File: config.mk
export PLATFORM = sky130hd
export DESIGN_NAME = sync_rx_fifo
export DESIGN_NICKNAME = d
export VERILOG_FILES = /design/src/rtl/rxsync_pkg.sv /design/src/rtl/rxsync_datapath.sv /design/src/rtl/rxsync_ctrl.sv /design/src/rtl/sync_rx_fifo.sv
export SDC_FILE = /design/constraint.sdc
export NUM_CORES = 1
export LEC_CHECK = 0
export BUFFER_PORTS_ARGS = -buffer_cell sky130_fd_sc_hd__buf_2
export CORE_MARGIN = 2
export CORE_UTILIZATION = 55
export DETAILED_ROUTE_END_ITERATION = 16
export PLACE_DENSITY = 0.86
export SETUP_SLACK_MARGIN = 0.02
export SLEW_MARGIN = 40
export SYNTH_ARGS = -nofsm -noshare
export SYNTH_HDL_FRONTEND = slang
export SYNTH_HIERARCHICAL = 1
export SYNTH_SLANG_ARGS = --single-unit
File: constraint.sdc
create_clock -name clk -period 3.1 [get_ports clk]
set_input_delay 0.155 -clock clk [delete_from_list [all_inputs] [get_ports clk]]
set_output_delay 0.155 -clock clk [all_outputs]
set_load 0.05 [all_outputs]
File: src/rtl/rxsync_pkg.sv
package rxsync_pkg;
  typedef struct packed {
    logic flush;  // receive path disabled: empty buffer, re-arm search
    logic snap;   // transaction opened: capture the read image
    logic pop;    // buffer read completed: remove captured bits
  } ctlStrobe_t;
endpackage

File: src/rtl/rxsync_datapath.sv
module rxsync_datapath
  import rxsync_pkg::*;
#(
  parameter int DEPTH    = 16,
  parameter int SYNC_MIN = 8,
  parameter int SYNC_MAX = 16,
  localparam int CNT_W  = $clog2(DEPTH + 1),
  localparam int LEN_W  = $clog2(SYNC_MAX + 1),
  localparam int STAT_W = DEPTH - 1
) (
  input  logic                clk,
  input  logic                rstN,
  input  ctlStrobe_t          strb,
  input  logic                rxBit,
  input  logic                rxStrobe,
  input  logic [SYNC_MAX-1:0] syncWord,
  input  logic [LEN_W-1:0]    syncLen,
  input  logic [CNT_W-1:0]    fillThr,
  output logic [DEPTH-1:0]    fifoWord,
  output logic [STAT_W-1:0]   status,
  output logic                irq
);
  localparam int PAD = STAT_W - 3 - CNT_W;
  localparam logic [CNT_W-1:0] FULL = CNT_W'(DEPTH);

  logic [SYNC_MAX-1:0] syncSh, shNext, mask;
  logic [LEN_W-1:0]    seenCnt, seenNext, lenEff;
  logic                synced, matchNow, push, drop, ovf;
  logic [DEPTH-1:0]    fifoData;
  logic [CNT_W-1:0]    count, snapCnt, countNext;

  // Effective pattern length, limited to the legal range.
  always_comb begin
    if (syncLen < LEN_W'(SYNC_MIN))      lenEff = LEN_W'(SYNC_MIN);
    else if (syncLen > LEN_W'(SYNC_MAX)) lenEff = LEN_W'(SYNC_MAX);
    else                                 lenEff = syncLen;
    for (int i = 0; i < SYNC_MAX; i++) mask[i] = (i < int'(lenEff));
  end

  assign shNext   = {syncSh[SYNC_MAX-2:0], rxBit};
  assign seenNext = (seenCnt == LEN_W'(SYNC_MAX)) ? seenCnt : seenCnt + LEN_W'(1);
  assign matchNow = (seenNext >= lenEff) && (((shNext ^ syncWord) & mask) == '0);
  assign push     = rxStrobe && synced && (count != FULL);
  assign drop     = rxStrobe && synced && (count == FULL);
  assign countNext = count - (strb.pop ? snapCnt : '0) + {{(CNT_W-1){1'b0}}, push};

  always_ff @(posedge clk) begin
    if (!rstN || strb.flush) begin
      syncSh   <= '0;
      seenCnt  <= '0;
      synced   <= 1'b0;
      fifoData <= '0;
      count    <= '0;
      snapCnt  <= '0;
      ovf      <= 1'b0;
    end else begin
      if (rxStrobe && !synced) begin
        syncSh  <= shNext;
        seenCnt <= seenNext;
        if (matchNow) synced <= 1'b1;
      end
      if (push) fifoData <= {fifoData[DEPTH-2:0], rxBit};
      if (strb.snap) snapCnt <= count;
      count <= countNext;
      ovf   <= strb.pop ? drop : (ovf | drop);
    end
  end

  // Oldest held bit aligned to the MSB, unfilled slots zero.
  assign fifoWord = fifoData << (DEPTH - int'(count));
  assign irq      = (fillThr != '0) && (count >= fillThr);
  assign status   = {ovf, irq, synced, count, {PAD{1'b0}}};


  fifo_bound_chk: assert property (@(posedge clk) disable iff (!rstN)
    count <= FULL);

  nosync_empty_chk: assert property (@(posedge clk) disable iff (!rstN)
    !synced |-> count == '0);

  ovf_rise_chk: assert property (@(posedge clk) disable iff (!rstN)
    $rose(ovf) |-> $past(count) == FULL);

  pop_bound_chk: assert property (@(posedge clk) disable iff (!rstN)
    (strb.pop && !strb.flush) |-> snapCnt <= count);
endmodule

File: src/rtl/rxsync_ctrl.sv
module rxsync_ctrl
  import rxsync_pkg::*;
#(
  parameter int DEPTH = 16,
  localparam int CNT_W  = $clog2(DEPTH + 1),
  localparam int STAT_W = DEPTH - 1
) (
  input  logic              clk,
  input  logic              rstN,
  input  logic              rxEn,
  input  logic              fifoEn,
  input  logic              csN,
  input  logic              sck,
  input  logic              sdi,
  input  logic [DEPTH-1:0]  fifoWord,
  input  logic [STAT_W-1:0] status,
  output ctlStrobe_t        strb,
  output logic              sdo
);
  localparam logic [CNT_W-1:0] LAST = CNT_W'(DEPTH - 1);
  localparam logic [CNT_W-1:0] DONE = CNT_W'(DEPTH);

  logic [1:0]       csMeta, sckMeta, sdiMeta;
  logic             csLowPrev, sckPrev, cmdStat;
  logic             csLow, csFall, sckRise;
  logic [CNT_W-1:0] bitCnt;
  logic [DEPTH-1:0] shiftReg;

  assign csLow   = !csMeta[1];
  assign csFall  = csLow && !csLowPrev;
  assign sckRise = csLow && sckMeta[1] && !sckPrev && (bitCnt != DONE);

  always_ff @(posedge clk) begin
    if (!rstN) begin
      csMeta    <= 2'b11;
      sckMeta   <= '0;
      sdiMeta   <= '0;
      csLowPrev <= 1'b0;
      sckPrev   <= 1'b0;
      bitCnt    <= '0;
      cmdStat   <= 1'b0;
      shiftReg  <= '0;
    end else begin
      csMeta    <= {csMeta[0], csN};
      sckMeta   <= {sckMeta[0], sck};
      sdiMeta   <= {sdiMeta[0], sdi};
      csLowPrev <= csLow;
      sckPrev   <= sckMeta[1];
      if (!csLow) begin
        bitCnt   <= '0;
        cmdStat  <= 1'b0;
        shiftReg <= '0;
      end else if (csFall) begin
        bitCnt   <= '0;
        shiftReg <= fifoWord;
      end else if (sckRise) begin
        bitCnt <= bitCnt + CNT_W'(1);
        if (bitCnt == '0) begin
          cmdStat  <= sdiMeta[1];
          shiftReg <= sdiMeta[1] ? {status, 1'b0} : {shiftReg[DEPTH-2:0], 1'b0};
        end else begin
          shiftReg <= {shiftReg[DEPTH-2:0], 1'b0};
        end
      end
    end
  end

  always_comb begin
    strb.flush = !(rxEn && fifoEn);
    strb.snap  = csFall;
    strb.pop   = sckRise && (bitCnt == LAST) && !cmdStat;
  end

  assign sdo = csLow && shiftReg[DEPTH-1];


  cs_reset_chk: assert property (@(posedge clk) disable iff (!rstN)
    !csLow |=> bitCnt == '0);

  pop_last_chk: assert property (@(posedge clk) disable iff (!rstN)
    strb.pop |=> bitCnt == DONE);
endmodule

File: src/rtl/sync_rx_fifo.sv
module sync_rx_fifo
  import rxsync_pkg::*;
#(
  parameter int DEPTH    = 16,
  parameter int SYNC_MIN = 8,
  parameter int SYNC_MAX = 16,
  localparam int CNT_W = $clog2(DEPTH + 1),
  localparam int LEN_W = $clog2(SYNC_MAX + 1)
) (
  input  logic                clk,
  input  logic                rstN,
  input  logic                rxEn,
  input  logic                fifoEn,
  input  logic [SYNC_MAX-1:0] syncWord,
  input  logic [LEN_W-1:0]    syncLen,
  input  logic [CNT_W-1:0]    fillThr,
  input  logic                rxBit,
  input  logic                rxStrobe,
  input  logic                csN,
  input  logic                sck,
  input  logic                sdi,
  output logic                sdo,
  output logic                irq
);
  ctlStrobe_t         strb;
  logic [DEPTH-1:0]   fifoWord;
  logic [DEPTH-2:0]   status;

  rxsync_ctrl #(.DEPTH(DEPTH)) uCtrl (
    .clk(clk), .rstN(rstN), .rxEn(rxEn), .fifoEn(fifoEn),
    .csN(csN), .sck(sck), .sdi(sdi),
    .fifoWord(fifoWord), .status(status), .strb(strb), .sdo(sdo)
  );

  rxsync_datapath #(.DEPTH(DEPTH), .SYNC_MIN(SYNC_MIN), .SYNC_MAX(SYNC_MAX)) uData (
    .clk(clk), .rstN(rstN), .strb(strb), .rxBit(rxBit), .rxStrobe(rxStrobe),
    .syncWord(syncWord), .syncLen(syncLen), .fillThr(fillThr),
    .fifoWord(fifoWord), .status(status), .irq(irq)
  );
endmodule

==> results of run 1 <==
[registers in the layout, indices dropped and copies added, names as in the netlist, 5 cells and up]
register,flops
uData/count,5
uData/snapCnt,5
uData/seenCnt,5
uCtrl/bitCnt,5
uCtrl/shiftReg,16
uData/syncSh,15
uData/fifoData,16
[where the power goes]
| group | switching (mW) | leakage, nW | internal [mW] |
|---|---|---|---|
| clock network | 0.376 | 0.113 | 0.477 |
| registers | 0.00351 | 0.631 | 1.01 |
| logic | 0.0652 | 1.26 | 0.0468 |
[per-stage QoR]
| step | hold slack (ps) | power, mW |
|---|---|---|
| 3_3_place_gp | 340 | 1.14 |
| 2_1_floorplan | 228 | 1.11 |
| 4_1_cts | 11.0 | 1.98 |
| 6_report | 19.1 | 1.97 |
| 3_5_place_dp | 340 | 1.14 |
| 5_1_grt | 13.5 | 2.04 |
[critical path, stage by stage, from the launching register on]
cell,delay [ps]
dfxtp_2,350
ha_1,210
and3_2,210
ha_1,170
and3b_2,240
and2_1,170
ha_1,300
inv_1,80
ha_1,150
inv_1,50
fa_1,400
inv_1,80
a21o_1,110
a21oi_1,70
xnor2_1,170
nor2_1,60
[logic make-up after synthesis]
family,count (synthesis)
buffers and inverters,67
multiplexers,44
XOR/XNOR,32
flip-flops,78
AND/OR/NAND/NOR,212
adder cells (fa/ha/maj),26
AO/OA/AOI/OAI,120
other,1
[layout by cell type, fill, tap and decap left out, types with 14 or more instances in the layout]
master     netlist  final
nor2_1          35     35
o22ai_1         17     17
a2bb2oi_1       15     15
o21ai_0         15     15
dfxtp_1         78     76
mux2i_1         33     33
ha_1            25     25
a21oi_1         49     49
nand2_1        104    104
xnor2_1         14     14
inv_1           22     22
xor2_1          17     17
buf_2            7     36
[per-layer routing]
metal,GRT usage [%],share of wire (%),vias up
met3,3.29,4.2,24
met4,8.87,2.2,0
met5,0,0,-
li1,-,-,2046
met1,28.3,44,1930
met2,39.0,49,122
[final cells by class]
cell class | count | share of cell area, %
Multi-Input combinational cell | 441 | 56.5
Sequential cell | 78 | 29.6
Clock inverter | 5 | 1.56
Inverter | 25 | 1.78
Tap cell | 108 | 2.56
Timing Repair Buffer | 49 | 5.35
Clock buffer | 11 | 2.68
[worst max-delay path by stage]
| stage | depth (start not counted) | slack (ps) | to |
|---|---|---|---|
| finish | 15 | 150 | uData/count[4] |
| global route | 15 | 20 | uData/count[4] |
| CTS | 16 | 120 | uData/count[4] |
| detailed placement | 16 | 170 | uData/count[4] |
| global placement | 15 | 310 | uData/count[4] |
| floorplan | 17 | 90 | uData/count[4] |
[timing repair]
action / in CTS / in global routing
hold buffers: 2 / 0
resized for setup: 0 / 2
hold endpoints to repair: 2 / 0
setup buffers: 0 / 1
setup endpoints to repair: 0 / 1
==> results.cfg, run 1 <==
[run_status]
status = finished clean

[placement]
gp_congestion = 0.947
place_ws_ps = 169
dp_hpwl_mm = 7.68
port_buffers = 36
dp_cells = 698
place_area_um2 = 5030

[clock_tree]
clock-sinks = 78
cts_root_buf = clkbuf_8
clkTransAtPathRegs_ps = 80
clkLatencyLatePin_ps = 350
cts_tree = built
cts_buffers = 9
clockBufferDepth = 2
htree_num_levels = 3

[logic_synthesis]
yosys.area.top_type_share_pct = 32.0
synth-xor-area-share_pct = 5.91
synth_compound_area_share_pct = 15.3
yosys-top-cells-count = 104 x nand2_1, 78 x dfxtp_1, 49 x a21oi_1
synth-edff-count = 0
synthSimpleGateAreaFrac_pct = 21.6
synth_mux_area_share_pct = 10.9
syn_area_per_cell_um2 = 8.40
synth_top_area_cell = dfxtp_1
async_flop_share_pct = 0
yosys_most_used_dff = dfxtp_1
ys_seq_elements = 78
synth_top_family_by_area = simple AND/OR/NAND/NOR gates
netlist_area_um2 = 4870
yosys-top-cells-area = dfxtp_1 32%, nand2_1 8.0%, mux2i_1 6.8%
post_synth_num_cell_types = 66
synthAdderAreaFrac_pct = 6.83
yosys_warnings = 6
seq_area_frac_synth_pct = 32.0
synth.most_common_cell = nand2_1
netlist_instances = 580

[sta]
setup_violations = 0
fin_skew_ps = 10.9
max_freq_mhz = 339
tightest_slew_ps = 648
fin_crit_ps = 2950
rsz0062_at_grt = false
drv_slew = 0
tns_ps = 0
period_share_pct = 95.2
setup_ws_ps = 149
hold_viol = 0
max_slew_margin_pct = 56.8

[grt]
gr-total-overflow = 0
antenna_found_initial = 0
grt_pass1_vias = 3896
grt_max_degree = 48
globalRouteTotalUtil_pct = 22.6
grt_pass1_wl_mm = 18.0

[route]
drt_iter0_markers = 237
viasPerCell = 5.75
drt_drc_violations_left = 0
ant_nets = 0
first_pass_iters = 6
wl_per_cell_um = 15.1
via_count = 4122
routed_wl_mm = 10.8

[hold_path]
min_path_type = in -> reg
hp-start = sck
hold_end = uCtrl/sckMeta[0]
min_path_cells = 2

[floorplanning]
placementRows = 34
die_w_um = 98.1
start_util_pct = 56.4
die_h_um = 98.1
ios = 37
coreArea_um2 = 8640
die_area_um2 = 9630

[final_layout]
finalNetCount = 665
multiInputGateArea_um2 = 2980
areaGrowthSynthToFinish_pct = 8.42
layout.cells.non_filler = 717
post-route-util_pct = 61.2
fin_area_um2 = 5280
regArea_um2 = 1560
final_layout_size_suffix_gt1_share_pct = 15.4
antenna_cells = 0
nFillCells = 741

[power_and_ir_drop]
p_leak_nw = 2.01
power_density_nw_per_um2 = 374
irDropWorstVdd_uv = 202

[worst_setup_path]
critPathCaptureType = flip-flop
r2r-end = uData/count[4]
crit_start = uCtrl/bitCnt[0]
criticalPathCategory = reg -> reg
timing.rr.start = uCtrl/bitCnt[0]
start_kind = flip-flop
crit_fanout = 6
arrival_ps = 3170
crit_required_ps = 3320
r2r_cells = 15
rrSetupSlack_ps = 150

[run]
max_cap_viol_count = 0
Note: power is estimated with default switching activity, not from simulation.
==> run 2, diff against run 1 <==
--- a/config.mk
+++ b/config.mk
@@ -6,8 +6,10 @@
 export NUM_CORES = 1
 export LEC_CHECK = 0
 export BUFFER_PORTS_ARGS = -buffer_cell sky130_fd_sc_hd__buf_2
-export CORE_MARGIN = 2
+export CORE_ASPECT_RATIO = 0.75
+export CORE_MARGIN = 1.5
 export CORE_UTILIZATION = 55
+export CTS_CLUSTER_DIAMETER = 150
 export DETAILED_ROUTE_END_ITERATION = 16
 export PLACE_DENSITY = 0.86
 export SETUP_SLACK_MARGIN = 0.02
==> results.cfg, run 2 (same netlist as run 1, synthesis figures left out) <==
[sta]
rsz0062_at_grt = false
tightest_slew_ps = 701
period_share_pct = 94.0
setup_ws_ps = 185
tns_ps = 0
hold_viol = 0
setup_violations = 0
max_freq_mhz = 343
fin_crit_ps = 2910
max_slew_margin_pct = 53.2
fin_skew_ps = 7.20
drv_slew = 0

[grt]
grt_pass1_vias = 3980
gr-total-overflow = 0
globalRouteTotalUtil_pct = 25.1
grt_pass1_wl_mm = 19.0
antenna_found_initial = 0
grt_max_degree = 49

[worst_setup_path]
timing.rr.start = uCtrl/bitCnt[0]
critPathCaptureType = flip-flop
timing.critical_path.to = uData/count[4]
criticalPathCategory = reg -> reg
rrSetupSlack_ps = 190
crit_path_top_delay_cell = fa_2
r2r_cells = 15
crit_required_ps = 3310
path_cells = ha_1 > and3_2 > ha_1 > and3b_1 > and2_1 > ha_1 > inv_1 > ha_1 > inv_1 > fa_2 > inv_1 > a21o_1 > a21oi_1 > xnor2_1 > nor2_1
path_common_cell = ha_1
path_buf_inv = 3
crit_start = uCtrl/bitCnt[0]
start_kind = flip-flop
cp.depth = 15
r2r-end = uData/count[4]
crit_fanout = 4
cp_top_family = adder cells
arrival_ps = 3120
cpPeakStageDelay_ps = 360

[route]
via_count = 4164
first_pass_iters = 5
drt_iter0_markers = 369
drt_drc_violations_left = 0
routed_wl_mm = 11.5
viasPerCell = 5.82
ant_nets = 0
wl_per_cell_um = 16.0

[floorplanning]
die_area_um2 = 9440
die_w_um = 112
die_h_um = 84.5
start_util_pct = 57.1
ios = 37
placementRows = 29
coreArea_um2 = 8530

[clock_tree]
htree_num_levels = 3
clkTransAtPathRegs_ps = 60
post_cts_buffers = 0
clkLatencyLatePin_ps = 340
clock-sinks = 78
clockBufferDepth = 2
cts_buffers = 9
cts_tree = built
cts_root_buf = clkbuf_16

[final_layout]
top_regs = uCtrl/shiftReg: 16 flops, uData/fifoData: 16 flops, uData/syncSh: 15 flops
final_layout_size_suffix_gt1_share_pct = 15.5
areaGrowthSynthToFinish_pct = 9.66
nFillCells = 704
finalNetCount = 664
antenna_cells = 0
fin_area_um2 = 5340
final_cell_mix = 104 x nand2_1, 77 x dfxtp_1, 49 x a21oi_1, 36 x buf_2, 35 x nor2_1
final_common_cell = nand2_1

[power_and_ir_drop]
finalPower_mw = 2.16
power_density_nw_per_um2 = 404
p_leak_nw = 2.03
irDropWorstVdd_uv = 401

[hold_path]
min_path_type = in -> reg

[placement]
port_buffers = 36
dp_hpwl_mm = 8.13
gp_congestion = 0.925
place_area_um2 = 5040
place_ws_ps = 231

[run]
max_cap_viol_count = 0

[run_status]
status = finished clean
==> run 2: changes by cell type in the layout (fill, tap and decap cells not counted), sizes merged <==
cell and delta:
bufinv -1, clkbuf -1, dlygate4sd3 -1, clkinvlp +3, clkinv -1
==> run 2: what timing repair did <==
item / CTS / global route
endpoints found under the hold margin: 1 / 0
setup endpoints to repair: 0 / 1
gates resized for setup: 0 / 1
hold buffers: 1 / 0
==> run 2: power by group <==
group          internal (mW)  leakage (nW)  switching (mW)
Sequential              1.01         0.630         0.00365
Combinational         0.0449          1.26          0.0637
Clock                  0.620         0.134           0.420
==> run 2: worst min-delay path by stage <==
stage	start	cells after the start	to	slack, ps
3_5_place_dp	csN	2	uCtrl/csMeta[0]	340
4_1_cts	sdi	2	uCtrl/sdiMeta[0]	10
6_report	sck	2	uCtrl/sckMeta[0]	20
5_1_grt	sck	2	uCtrl/sckMeta[0]	20
2_1_floorplan	rstN	1	uCtrl/csMeta[0]	230
3_3_place_gp	csN	2	uCtrl/csMeta[0]	340
==> run 2: final cells by class <==
| type | instances | area [µm²] | area share (%) |
|---|---|---|---|
| Clock buffer | 10 | 229 | 4.29 |
| Clock inverter | 6 | 62.6 | 1.17 |
| Inverter | 25 | 93.8 | 1.76 |
| Multi-Input combinational cell | 441 | 2990 | 55.9 |
| Sequential cell | 78 | 1560 | 29.3 |
| Tap cell | 108 | 135 | 2.53 |
| Timing Repair Buffer | 48 | 273 | 5.11 |
==> run 2: per-layer routing <==
| metal | wire length [µm] | global-route usage, % | vias to the layer above | share of wire, % |
|---|---|---|---|---|
| li1 | - | - | 2042 | - |
| met1 | 5300 | 33.1 | 1980 | 46 |
| met2 | 5400 | 41.4 | 125 | 47 |
| met3 | 629 | 6.50 | 17 | 5.5 |
| met4 | 146 | 6.44 | 0 | 1.3 |
| met5 | 0 | 0 | - | 0 |
==> run 2: worst reg2reg max path, stage by stage, from the launching register on <==
cell,delay (ps)
dfxtp_1,350
ha_1,250
and3_2,230
ha_1,170
and3b_1,210
and2_1,180
ha_1,260
inv_1,50
ha_1,150
inv_1,70
fa_2,360
inv_1,60
a21o_1,110
a21oi_1,80
xnor2_1,190
nor2_1,60
==> run 2: per-stage QoR <==
stage	util [%]	cells	hold WS (ps)
floorplan	-	586	228
global placement	59.0	699	338
detailed placement	59.1	699	341
CTS	62.6	716	12.5
global route	62.7	716	21.0
finish	62.7	716	20.5
==> run 3, diff against run 2 <==
--- a/config.mk
+++ b/config.mk
@@ -8,10 +8,10 @@
 export BUFFER_PORTS_ARGS = -buffer_cell sky130_fd_sc_hd__buf_2
 export CORE_ASPECT_RATIO = 0.75
 export CORE_MARGIN = 1.5
-export CORE_UTILIZATION = 55
+export CORE_UTILIZATION = 35
 export CTS_CLUSTER_DIAMETER = 150
 export DETAILED_ROUTE_END_ITERATION = 16
-export PLACE_DENSITY = 0.86
+export PLACE_DENSITY = 0.62
 export SETUP_SLACK_MARGIN = 0.02
 export SLEW_MARGIN = 40
 export SYNTH_ARGS = -nofsm -noshare
==> results.cfg, run 3 (same netlist as run 1, synthesis figures left out) <==
[run_status]
status = finished with violations
violations = DRC

[placement]
port_buffers = 36
dp_hpwl_mm = 8.14
gp_congestion = 0.905
place_area_um2 = 5130
dp_cells = 768

[floorplanning]
die_area_um2 = 14600
placementRows = 37
ios = 37
coreArea_um2 = 13700
die_h_um = 105
die_w_um = 139
start_util_pct = 35.7

[worst_setup_path]
cpPeakStageDelay_ps = 350
criticalPathCategory = reg -> reg
crit_required_ps = 3310
critPathCaptureType = flip-flop
crit_path_top_delay_cell = dfxtp_1
start_kind = flip-flop
path_common_cell = inv_1
arrival_ps = 3080
crit_fanout = 4
path_cells = inv_1 > ha_1 > nand4bb_1 > and2_4 > and3b_1 > and2_1 > ha_1 > inv_1 > ha_1 > inv_1 > fa_2 > inv_1 > a21o_1 > a21oi_1 > xnor2_1 > nor2_1

[final_layout]
multiInputGateArea_um2 = 2980
final_common_cell = nand2_1
finalNetCount = 666
antenna_cells = 0
regArea_um2 = 1560
top_regs = uCtrl/shiftReg: 16 flops, uData/fifoData: 16 flops, uData/syncSh: 15 flops
layout.cells.non_filler = 785
nFillCells = 1349
areaGrowthSynthToFinish_pct = 12.0
final_cell_mix = 104 x nand2_1, 77 x dfxtp_1, 49 x a21oi_1, 36 x buf_2, 35 x nor2_1
final_layout_size_suffix_gt1_share_pct = 15.7
fin_area_um2 = 5460

[sta]
period_share_pct = 92.3
max_freq_mhz = 349
tightest_slew_ps = 827
rsz0062_at_grt = false
fin_crit_ps = 2860
tns_ps = 0
max_slew_margin_pct = 44.7
drv_slew = 0
fin_skew_ps = 6.97
setup_violations = 0
hold_viol = 0

[power_and_ir_drop]
power_density_nw_per_um2 = 404
irDropWorstVdd_uv = 306
p_leak_nw = 2.05

[clock_tree]
cts_tree = built
clock-sinks = 78
cts_buffers = 9
clockBufferDepth = 2
htree_num_levels = 3
cts_root_buf = clkbuf_16
clkLatencyLatePin_ps = 340
clkTransAtPathRegs_ps = 60

[route]
ant_nets = 0
viasPerCell = 5.20
via_count = 4084
routed_wl_mm = 11.0
drt_drc_violations_left = 2
first_pass_iters = 11
drt_iter0_markers = 248
wl_per_cell_um = 14.0

[grt]
grt_max_degree = 48
globalRouteTotalUtil_pct = 15.7
grt_pass1_wl_mm = 18.6
grt_pass1_vias = 3795
gr-total-overflow = 0
antenna_found_initial = 0

[run]
max_cap_viol_count = 0

[hold_path]
min_path_type = in -> reg
run 3: path summary, 6_finish.rpt:
| path | start | slack, ps | endpoint | depth (start not counted) |
|---|---|---|---|---|
| worst max-delay path | uCtrl/bitCnt[0] | 240 | uData/count[4] | 16 |
| worst min-delay path | sdi | 20 | uCtrl/sdiMeta[0] | 2 |
| worst min register to register | uCtrl/csMeta[0] | 420 | uCtrl/csMeta[1] | 1 |
| worst max register to register | uCtrl/bitCnt[0] | 240 | uData/count[4] | 16 |
run 3: metrics by stage:
stage	worst slack [ps]	hold WS, ps	util [%]	power (mW)
final	238	20.7	39.9	2.20
after global routing	64.7	21.3	39.9	2.29
after CTS	162	10.3	39.9	2.23
after detailed placement	200	339	37.6	1.14
after global placement	329	335	37.6	1.14
after floorplan	85.3	228	-	1.11
run 3: metal layers:
metal | track usage [%] | wire length, µm | up-vias
li1 | - | - | 2046
met1 | 21.1 | 5420 | 1912
met2 | 23.9 | 4720 | 113
met3 | 5.18 | 749 | 13
met4 | 4.48 | 121 | 0
met5 | 0 | 0 | -
run 3: worst max-delay path, delay by kind of cell (launching register included):
family / cells / cell delay (ps)
AND/OR/NAND/NOR: 5 / 810
buffers and inverters: 4 / 280
flip-flops: 1 / 350
XOR/XNOR: 1 / 150
adder cells (fa/ha/maj): 4 / 950
AO/OA/AOI/OAI: 2 / 210
run 3: what timing repair did:
action                     in CTS  in global routing
hold endpoints to repair        1                  0
gates resized for setup         0                  1
buffers inserted                0                  0
setup endpoints to repair       0                  1
hold buffers                    1                  0
run 3: where the power goes:
part	internal (mW)	switching (mW)	total, mW
sequential	1.01	0.00345	1.01
combinational	0.0454	0.0654	0.111
clock	0.649	0.431	1.08
total	1.70	0.500	2.20
run 3: area by class of cell:
| type | instances | share of cell area (%) |
|---|---|---|
| clock inverter | 6 | 1.26 |
| inverter | 25 | 1.72 |
| sequential | 78 | 28.6 |
| tap | 175 | 4.01 |
| clock buffer | 10 | 4.38 |
| timing repair buffer | 50 | 5.28 |
| multi-input combinational | 441 | 54.7 |
